<file path="config.mk">
export PLATFORM = sky130hd
export DESIGN_NAME = eir_ctrl
export DESIGN_NICKNAME = d
export VERILOG_FILES = /design/src/rtl/eir_pkg.sv /design/src/rtl/eir_setdec.sv /design/src/rtl/eir_regs.sv /design/src/rtl/eir_rdport.sv /design/src/rtl/eir_ctrl.sv
export SDC_FILE = /design/constraint.sdc
export NUM_CORES = 1
export LEC_CHECK = 0
export ABC_AREA = 1
export ABC_CLOCK_PERIOD_IN_PS = 1400
export BUFFER_PORTS_ARGS = -buffer_cell sky130_fd_sc_hd__buf_2
export CAP_MARGIN = 20
export CELL_PAD_IN_SITES_DETAIL_PLACEMENT = 1
export CELL_PAD_IN_SITES_GLOBAL_PLACEMENT = 2
export CORE_MARGIN = 1.5
export CORE_UTILIZATION = 26
export DETAILED_ROUTE_END_ITERATION = 10
export PLACE_DENSITY = 0.86
export SYNTH_ARGS = -nofsm -noshare
export SYNTH_HDL_FRONTEND = slang
export SYNTH_SLANG_ARGS = --single-unit
export TNS_END_PERCENT = 1
</file>
<file path="constraint.sdc">
create_clock -name clk -period 1.4 [get_ports clk]
set_input_delay 0.35 -clock clk [delete_from_list [all_inputs] [get_ports clk]]
set_output_delay 0.35 -clock clk [all_outputs]
set_load 0.01 [all_outputs]
</file>
<file path="src/rtl/eir_pkg.sv">
package eir_pkg;
  localparam int unsigned EIR_W   = 32;
  localparam int unsigned EIR_BEW = EIR_W / 8;

  function automatic logic all_lanes(input logic [EIR_BEW-1:0] be);
    return &be;
  endfunction
endpackage

</file>
<file path="src/rtl/eir_setdec.sv">
module eir_setdec #(
  parameter int unsigned W = 32,
  localparam int unsigned IDX_W = $clog2(W)
) (
  input  logic             bus_hit,
  input  logic [IDX_W-1:0] bus_idx,
  input  logic             timer_hit,
  output logic [W-1:0]     set_vec
);
  for (genvar g = 0; g < W; g++) begin : g_bit
    localparam logic [IDX_W-1:0] SEL = IDX_W'(W - 1 - g);
    if (g == W - 1) begin : g_top
      assign set_vec[g] = (bus_hit && (bus_idx == SEL)) || timer_hit;
    end else begin : g_low
      assign set_vec[g] = bus_hit && (bus_idx == SEL);
    end
  end
endmodule

</file>
<file path="src/rtl/eir_regs.sv">
module eir_regs #(
  parameter int unsigned W = 32
) (
  input  logic         clk,
  input  logic         rst_n,
  input  logic [W-1:0] set_vec,
  input  logic         clr_valid,
  input  logic [W-1:0] clr_data,
  input  logic         mask_valid,
  input  logic [W-1:0] mask_data,
  output logic [W-1:0] req_q,
  output logic [W-1:0] mask_q,
  output logic         hard_q
);
  logic [W-1:0] req_n, mask_n, clr_vec;

  always_comb begin
    clr_vec = clr_valid ? clr_data : '0;
    req_n   = (req_q & ~clr_vec) | set_vec;
    mask_n  = mask_valid ? mask_data : mask_q;
  end

  always_ff @(posedge clk) begin
    if (!rst_n) begin
      req_q  <= '0;
      mask_q <= '0;
      hard_q <= 1'b0;
    end else begin
      req_q  <= req_n;
      mask_q <= mask_n;
      hard_q <= |(req_n & mask_n);
    end
  end
endmodule

</file>
<file path="src/rtl/eir_rdport.sv">
module eir_rdport #(
  parameter int unsigned W = 32
) (
  input  logic         clk,
  input  logic         rst_n,
  input  logic         rd_fire,
  input  logic         rd_full,
  input  logic [W-1:0] req_q,
  output logic         rsp_valid,
  output logic [W-1:0] rsp_data
);
  always_ff @(posedge clk) begin
    if (!rst_n) begin
      rsp_valid <= 1'b0;
      rsp_data  <= '0;
    end else begin
      rsp_valid <= rd_fire;
      rsp_data  <= (rd_fire && rd_full) ? req_q : '0;
    end
  end
endmodule

</file>
<file path="src/rtl/eir_ctrl.sv">
module eir_ctrl
  import eir_pkg::*;
#(
  parameter int unsigned W = EIR_W,
  localparam int unsigned BEW = W / 8,
  localparam int unsigned IDX_W = $clog2(W)
) (
  input  logic           clk,
  input  logic           rst_n,
  input  logic           bus_wr_valid,
  output logic           bus_wr_ready,
  input  logic [BEW-1:0] bus_wr_be,
  input  logic [W-1:0]   bus_wr_data,
  input  logic           bus_rd_valid,
  output logic           bus_rd_ready,
  input  logic [BEW-1:0] bus_rd_be,
  output logic           bus_rd_rsp_valid,
  output logic [W-1:0]   bus_rd_data,
  input  logic           cpu_clr_valid,
  input  logic [W-1:0]   cpu_clr_data,
  input  logic           cpu_mask_valid,
  input  logic [W-1:0]   cpu_mask_data,
  input  logic           timer_alarm,
  input  logic           psw_int_en,
  output logic           irq_hard,
  output logic           irq_deliver
);
  logic [W-1:0] set_vec, req_q, mask_q;
  logic         wr_hit;
  logic         unused_hi_bits;

  assign bus_wr_ready   = 1'b1;
  assign bus_rd_ready   = 1'b1;
  assign wr_hit         = bus_wr_valid && (&bus_wr_be);
  assign unused_hi_bits = ^bus_wr_data[W-1:IDX_W];

  eir_setdec #(.W(W)) u_dec (
    .bus_hit   (wr_hit),
    .bus_idx   (bus_wr_data[IDX_W-1:0]),
    .timer_hit (timer_alarm),
    .set_vec   (set_vec)
  );

  eir_regs #(.W(W)) u_regs (
    .clk        (clk),
    .rst_n      (rst_n),
    .set_vec    (set_vec),
    .clr_valid  (cpu_clr_valid),
    .clr_data   (cpu_clr_data),
    .mask_valid (cpu_mask_valid),
    .mask_data  (cpu_mask_data),
    .req_q      (req_q),
    .mask_q     (mask_q),
    .hard_q     (irq_hard)
  );

  eir_rdport #(.W(W)) u_rd (
    .clk       (clk),
    .rst_n     (rst_n),
    .rd_fire   (bus_rd_valid),
    .rd_full   (&bus_rd_be),
    .req_q     (req_q),
    .rsp_valid (bus_rd_rsp_valid),
    .rsp_data  (bus_rd_data)
  );

  assign irq_deliver = irq_hard && psw_int_en;
endmodule

</file>
# Word level (Yosys, flattened, before mapping)
# Index checks and enable logic that the tools add are counted.
op_classes:
  n_reduce_logical: 41
  muxes: 2
  eq_ne: 31
  bitwise: 4
ops:
  columns: ["cell", "count"]
  rows:
  - ["$eq A5 B5 Y1 const B", 16]
  - ["$and A32 B32 Y32", 2]
  - ["$mux W32", 2]
  - ["$eq A5 B4 Y1 const B", 8]
  - ["$logic_and A1 B1 Y1", 35]
  - ["$not A32 Y32", 1]
  - ["$or A32 B32 Y32", 1]
  - ["$reduce_or A32 Y1", 1]
  - ["$eq A5 B3 Y1 const B", 4]
  - ["$eq A5 B2 Y1 const B", 2]
  - ["$reduce_and A4 Y1", 2]
  - ["$eq A5 B1 Y1 const B", 1]
  - ["$logic_not A5 Y1", 1]
  - ["$reduce_and A2 Y1", 1]
  - ["$logic_or A1 B1 Y1", 1]
word_totals:
  in_bits: 112
  elab_cells: 83
  output_inout_bits: 37
  regBits: 98

# Longest topological paths before layout
depth:
  word_depth: 7
  ltp_mapped: 11
  depth_no_buf: 11

# Modules after synthesis
# From an unflattened synthesis, not the netlist that was laid out.
hier_totals:
  cells_unflattened: 649
  area_unflattened_um2: 4361.7
modules_own_cells:
  columns: ["module", "instances", "cells_per_inst", "area_per_inst_um2", "seq_area_each_um2"]
  rows:
  - ["eir_regs", 1, 465, 2974.1, 1301.2]
  - ["eir_rdport", 1, 103, 1049.8, 660.6]
  - ["eir_setdec", 1, 70, 287.8, 0.0]
  - ["eir_ctrl", 1, 11, 50.0, 0.0]

# Worst setup path after synthesis
# Ideal clock, no wire load.
synth_path:
  kind: "input to register"
  start: "in bus_wr_data[4]"
  end: "reg u_regs.hard_q"
  t_required_ns: 1.268
  stages: 11
  setup_ns: 0.132
  arrival_time_ns: 1.188
  setup_slack_ns: 0.080
  n_path_buf: 2
  cell_sequence: "buf_4 -> inv_2 -> buf_4 -> nand3_1 -> nand2_1 -> nand2_1 -> nand2_1 -> nor2_1 -> nand2_1 -> nor2_1 -> a21oi_1"
synth_via:
  elab_chain_cells: 6
  word_cells_on_any_way: 68
  cone_classes: "eq/ne (31); bitwise (2); reduce/logical (35)"
synth_lines:
  columns: ["element", "line_no", "source"]
  rows:
  - ["start: declaration", "eir_ctrl.sv:13", "input logic [W-1:0] bus_wr_data,"]
  - ["$logic_not A5 Y1", "eir_setdec.sv:13", "assign set_vec[g] = (bus_hit && (bus_idx == SEL)) || timer_hit;"]
  - ["$logic_and A1 B1 Y1", "eir_setdec.sv:13", null]
  - ["$logic_or A1 B1 Y1", "eir_setdec.sv:13", null]
  - ["$or A32 B32 Y32 (*)", "eir_regs.sv:19", "req_n = (req_q & ~clr_vec) | set_vec;"]
  - ["$and A32 B32 Y32 (*)", "eir_regs.sv:31", "hard_q <= |(req_n & mask_n);"]
  - ["$reduce_or A32 Y1 (*)", "eir_regs.sv:31", null]
  - ["end signal: assignment", "eir_regs.sv:31", null]
  - ["end: declaration", "eir_regs.sv:13", "output logic hard_q"]
# Mark *: on every way between the ends. The rest lies on a longest branch, timed or not.
# A chain may end at the register's enable or synchronous reset.

# Final worst setup path
layout_path:
  start: "reg u_regs.hard_q"
  end: "out irq_deliver"
layout_via:
  elab_chain_cells: 1
layout_lines:
  columns: ["element", "line_no", "source"]
  rows:
  - ["$logic_and A1 B1 Y1", "eir_ctrl.sv:67", "assign irq_deliver = irq_hard && psw_int_en;"]
  - ["end: declaration", "eir_ctrl.sv:26", "output logic irq_deliver"]
# Every way passes these cells.

==> results.sh <==
export IMPL_synth_most_common_cell="nand2_1"
export IMPL_wl_um=12700
export IMPL_vdd_drop_max_mv=0.492
export IMPL_io_pins=149
export IMPL_syn_area_um2=4220
export IMPL_final_period_utilization_pct=92.1
export IMPL_synth_avg_cell_area_um2=6.82
export IMPL_cp_arrival_ps=940
export IMPL_ys_types=22
export IMPL_slew_violations=0
export IMPL_root_buffer="clkbuf_16"
export IMPL_regArea_um2=1960
export IMPL_die_h_um=130
export IMPL_hpwl_um=9490
export IMPL_yosys_area_top_type_share_pct=46.4
export IMPL_multi_input_area_um2=1690
export IMPL_final_cell_area_um2=5870
export IMPL_critical_path_required_ps=1050
export IMPL_fillers=2081
export IMPL_tritoncts="done"
export IMPL_area_growth_pct=39.0
export IMPL_placed_area_um2=5500
export IMPL_ys_ff_latch=98
export IMPL_io_buffers=119
export IMPL_gp_congestion=0.809
export IMPL_die_area_um2=17000
export IMPL_clk_pin_slew_ps=70
export IMPL_wl_met3_um=494
export IMPL_ys_warn_count=0
export IMPL_top_layer_used="met4"
export IMPL_drt_iter0_drc=174
export IMPL_yosys_area_top_type="dfxtp_1"
export IMPL_core_area_um2=15900
export IMPL_max_freq_ghz=0.775
export IMPL_grt_pass1_wl_um=20100
export IMPL_cts_made_buffers=9
export IMPL_skew_ps=6.50
export IMPL_finalSetupViolations=0
export IMPL_cts_max_level=3
export IMPL_rows=46
export IMPL_reg2reg_slack_ps=140
export IMPL_hold_depth=3
export IMPL_drive_gt1_share_pct=30.2
export IMPL_fin_crit_ps=1290
export IMPL_synth_enable_flop_cells=0
export IMPL_vias=4166
export IMPL_syn_inst=619
export IMPL_grt_overflow=0
export IMPL_p_total_w=0.00592
export IMPL_crit_type="reg2out"
export IMPL_route_met2_wl_um=6020
export IMPL_end_kind="primary output"
export IMPL_antenna_cells=0
export IMPL_track_usage_pct=15.4
export IMPL_hold_slack_ps=211
export IMPL_maxCapViolations=0
export IMPL_wl_met1_um=6030
export IMPL_power_density_nw_per_um2=1010
export IMPL_finalNetCount=906
export IMPL_hold_buffers=0
export IMPL_grt_antenna_before_repair=0
export IMPL_start_util_pct=26.6
export IMPL_r2r_cells=8
export IMPL_grt_pass1_vias=4140
export IMPL_ys_flop_type="dfxtp_1"
export IMPL_critPathLaunchType="flop"
export IMPL_synth_async_reset_ratio_pct=0
export IMPL_vias_per_cell=4.11
export IMPL_p_leak_nw=3.07
export IMPL_clock_sinks=98
export IMPL_drc_errors=0
export IMPL_insertion_delay_ps=340
export IMPL_synthTopCellsByCount="nand2_1 (182), inv_1 (108), dfxtp_1 (98), nor2_1 (95), a21oi_1 (37)"
export IMPL_synth_area_leaders="dfxtp_1 (46%), nand2_1 (16%), inv_1 (9.6%)"
export IMPL_ys_seq_area_share_pct=46.4
export IMPL_grt_start_max_net_pins=66
export IMPL_wire_per_inst_um=12.6
export IMPL_postCtsResizedCells=0
export IMPL_hold_viol_final=0
export IMPL_die_width_um=130
export IMPL_crit_fanout=2
export IMPL_hp_class="in2reg"
export IMPL_antenna_left=0
export IMPL_cts_buffer_depth=2
export IMPL_post_cts_buffers=0
export IMPL_first_pass_iters=4
export IMPL_status="completed"
final cells by class:
type                       instances  share of cell area (%)
sequential                        98                    33.4
multi-input combinational        384                    28.9
timing repair buffer             191                    21.5
inverter                         110                    7.03
tap                              216                    4.60
clock buffer                      12                    4.37
clock inverter                     3                   0.256
metrics by stage:
stage                     TNS [ps]  setup WS (ps)  std cells  utilization, %
final                            0            110       1014            37.0
after global routing         -27.6          -27.6       1014            37.0
after CTS                        0           66.8       1012            36.3
after detailed placement      -396           -297        997            34.6
after global placement        -364           -270        997            34.6
after floorplan                  0           79.6        620               -
flip-flops by register name, summed over array words and instances (netlist names):
register / count
u_rd.rsp_data: 32
u_regs.req_q: 32
u_regs.mask_q: 32
u_regs.hard_q: 1
u_rd.rsp_valid: 1
where the power goes:
group	internal, W	leakage [nW]	switching [W]
logic	0.000340	2.14	0.000357
registers	0.00286	0.798	0.0000237
clock network	0.00129	0.138	0.00105
total	0.00448	3.07	0.00143
cells by family (layout without fill, tap and decap cells):
logic type	count (synthesis)	in the layout	share of synthesized area (%)
AND/OR/NAND/NOR	311	311	29.8
buffers and inverters	138	316	14.7
flip-flops	98	98	46.4
AO/OA/AOI/OAI	71	71	8.97
other	1	2	0.0888
cell usage in the layout, fill, tap and decap left out:
| cell type | instances |
|---|---|
| a21oi_1 | 37 |
| buf_12 | 7 |
| buf_2 | 118 |
| buf_4 | 63 |
| clkbuf_1 | 1 |
| clkbuf_16 | 11 |
| clkbuf_4 | 1 |
| clkbuf_8 | 2 |
| clkinv_2 | 3 |
| conb_1 | 2 |
| dfxtp_1 | 98 |
| inv_1 | 107 |
| inv_2 | 3 |
| nand2_1 | 177 |
| nand2_2 | 7 |
| nand3_1 | 21 |
| nand3_2 | 9 |
| nor2_1 | 89 |
| nor2_2 | 7 |
| nor2_4 | 1 |
| o21ai_1 | 25 |
| o21ai_2 | 7 |
| o21bai_2 | 2 |
worst max-delay path: stages (launching register included):
cell and delay [ps]:
dfxtp_1 380, nand2_1 70, inv_1 40, buf_2 110
routing by layer:
| metal | up-vias | global-route usage [%] |
|---|---|---|
| met3 | 10 | 2.61 |
| li1 | 2188 | - |
| met4 | 0 | 5.49 |
| met2 | 74 | 25.2 |
| met1 | 1894 | 20.4 |
| met5 | - | 0 |
path summary, 6_finish.rpt:
check	from	end
max	u_regs.hard_q$_SDFF_PN0_	irq_deliver
min	bus_rd_valid	u_rd.rsp_valid$_SDFF_PN0_
max reg2reg	u_regs.req_q[31]$_SDFF_PN0_	u_regs.hard_q$_SDFF_PN0_
min reg2reg	u_regs.req_q[16]$_SDFF_PN0_	u_rd.rsp_data[16]$_SDFF_PN0_
Power figures use the tool's default switching activity.
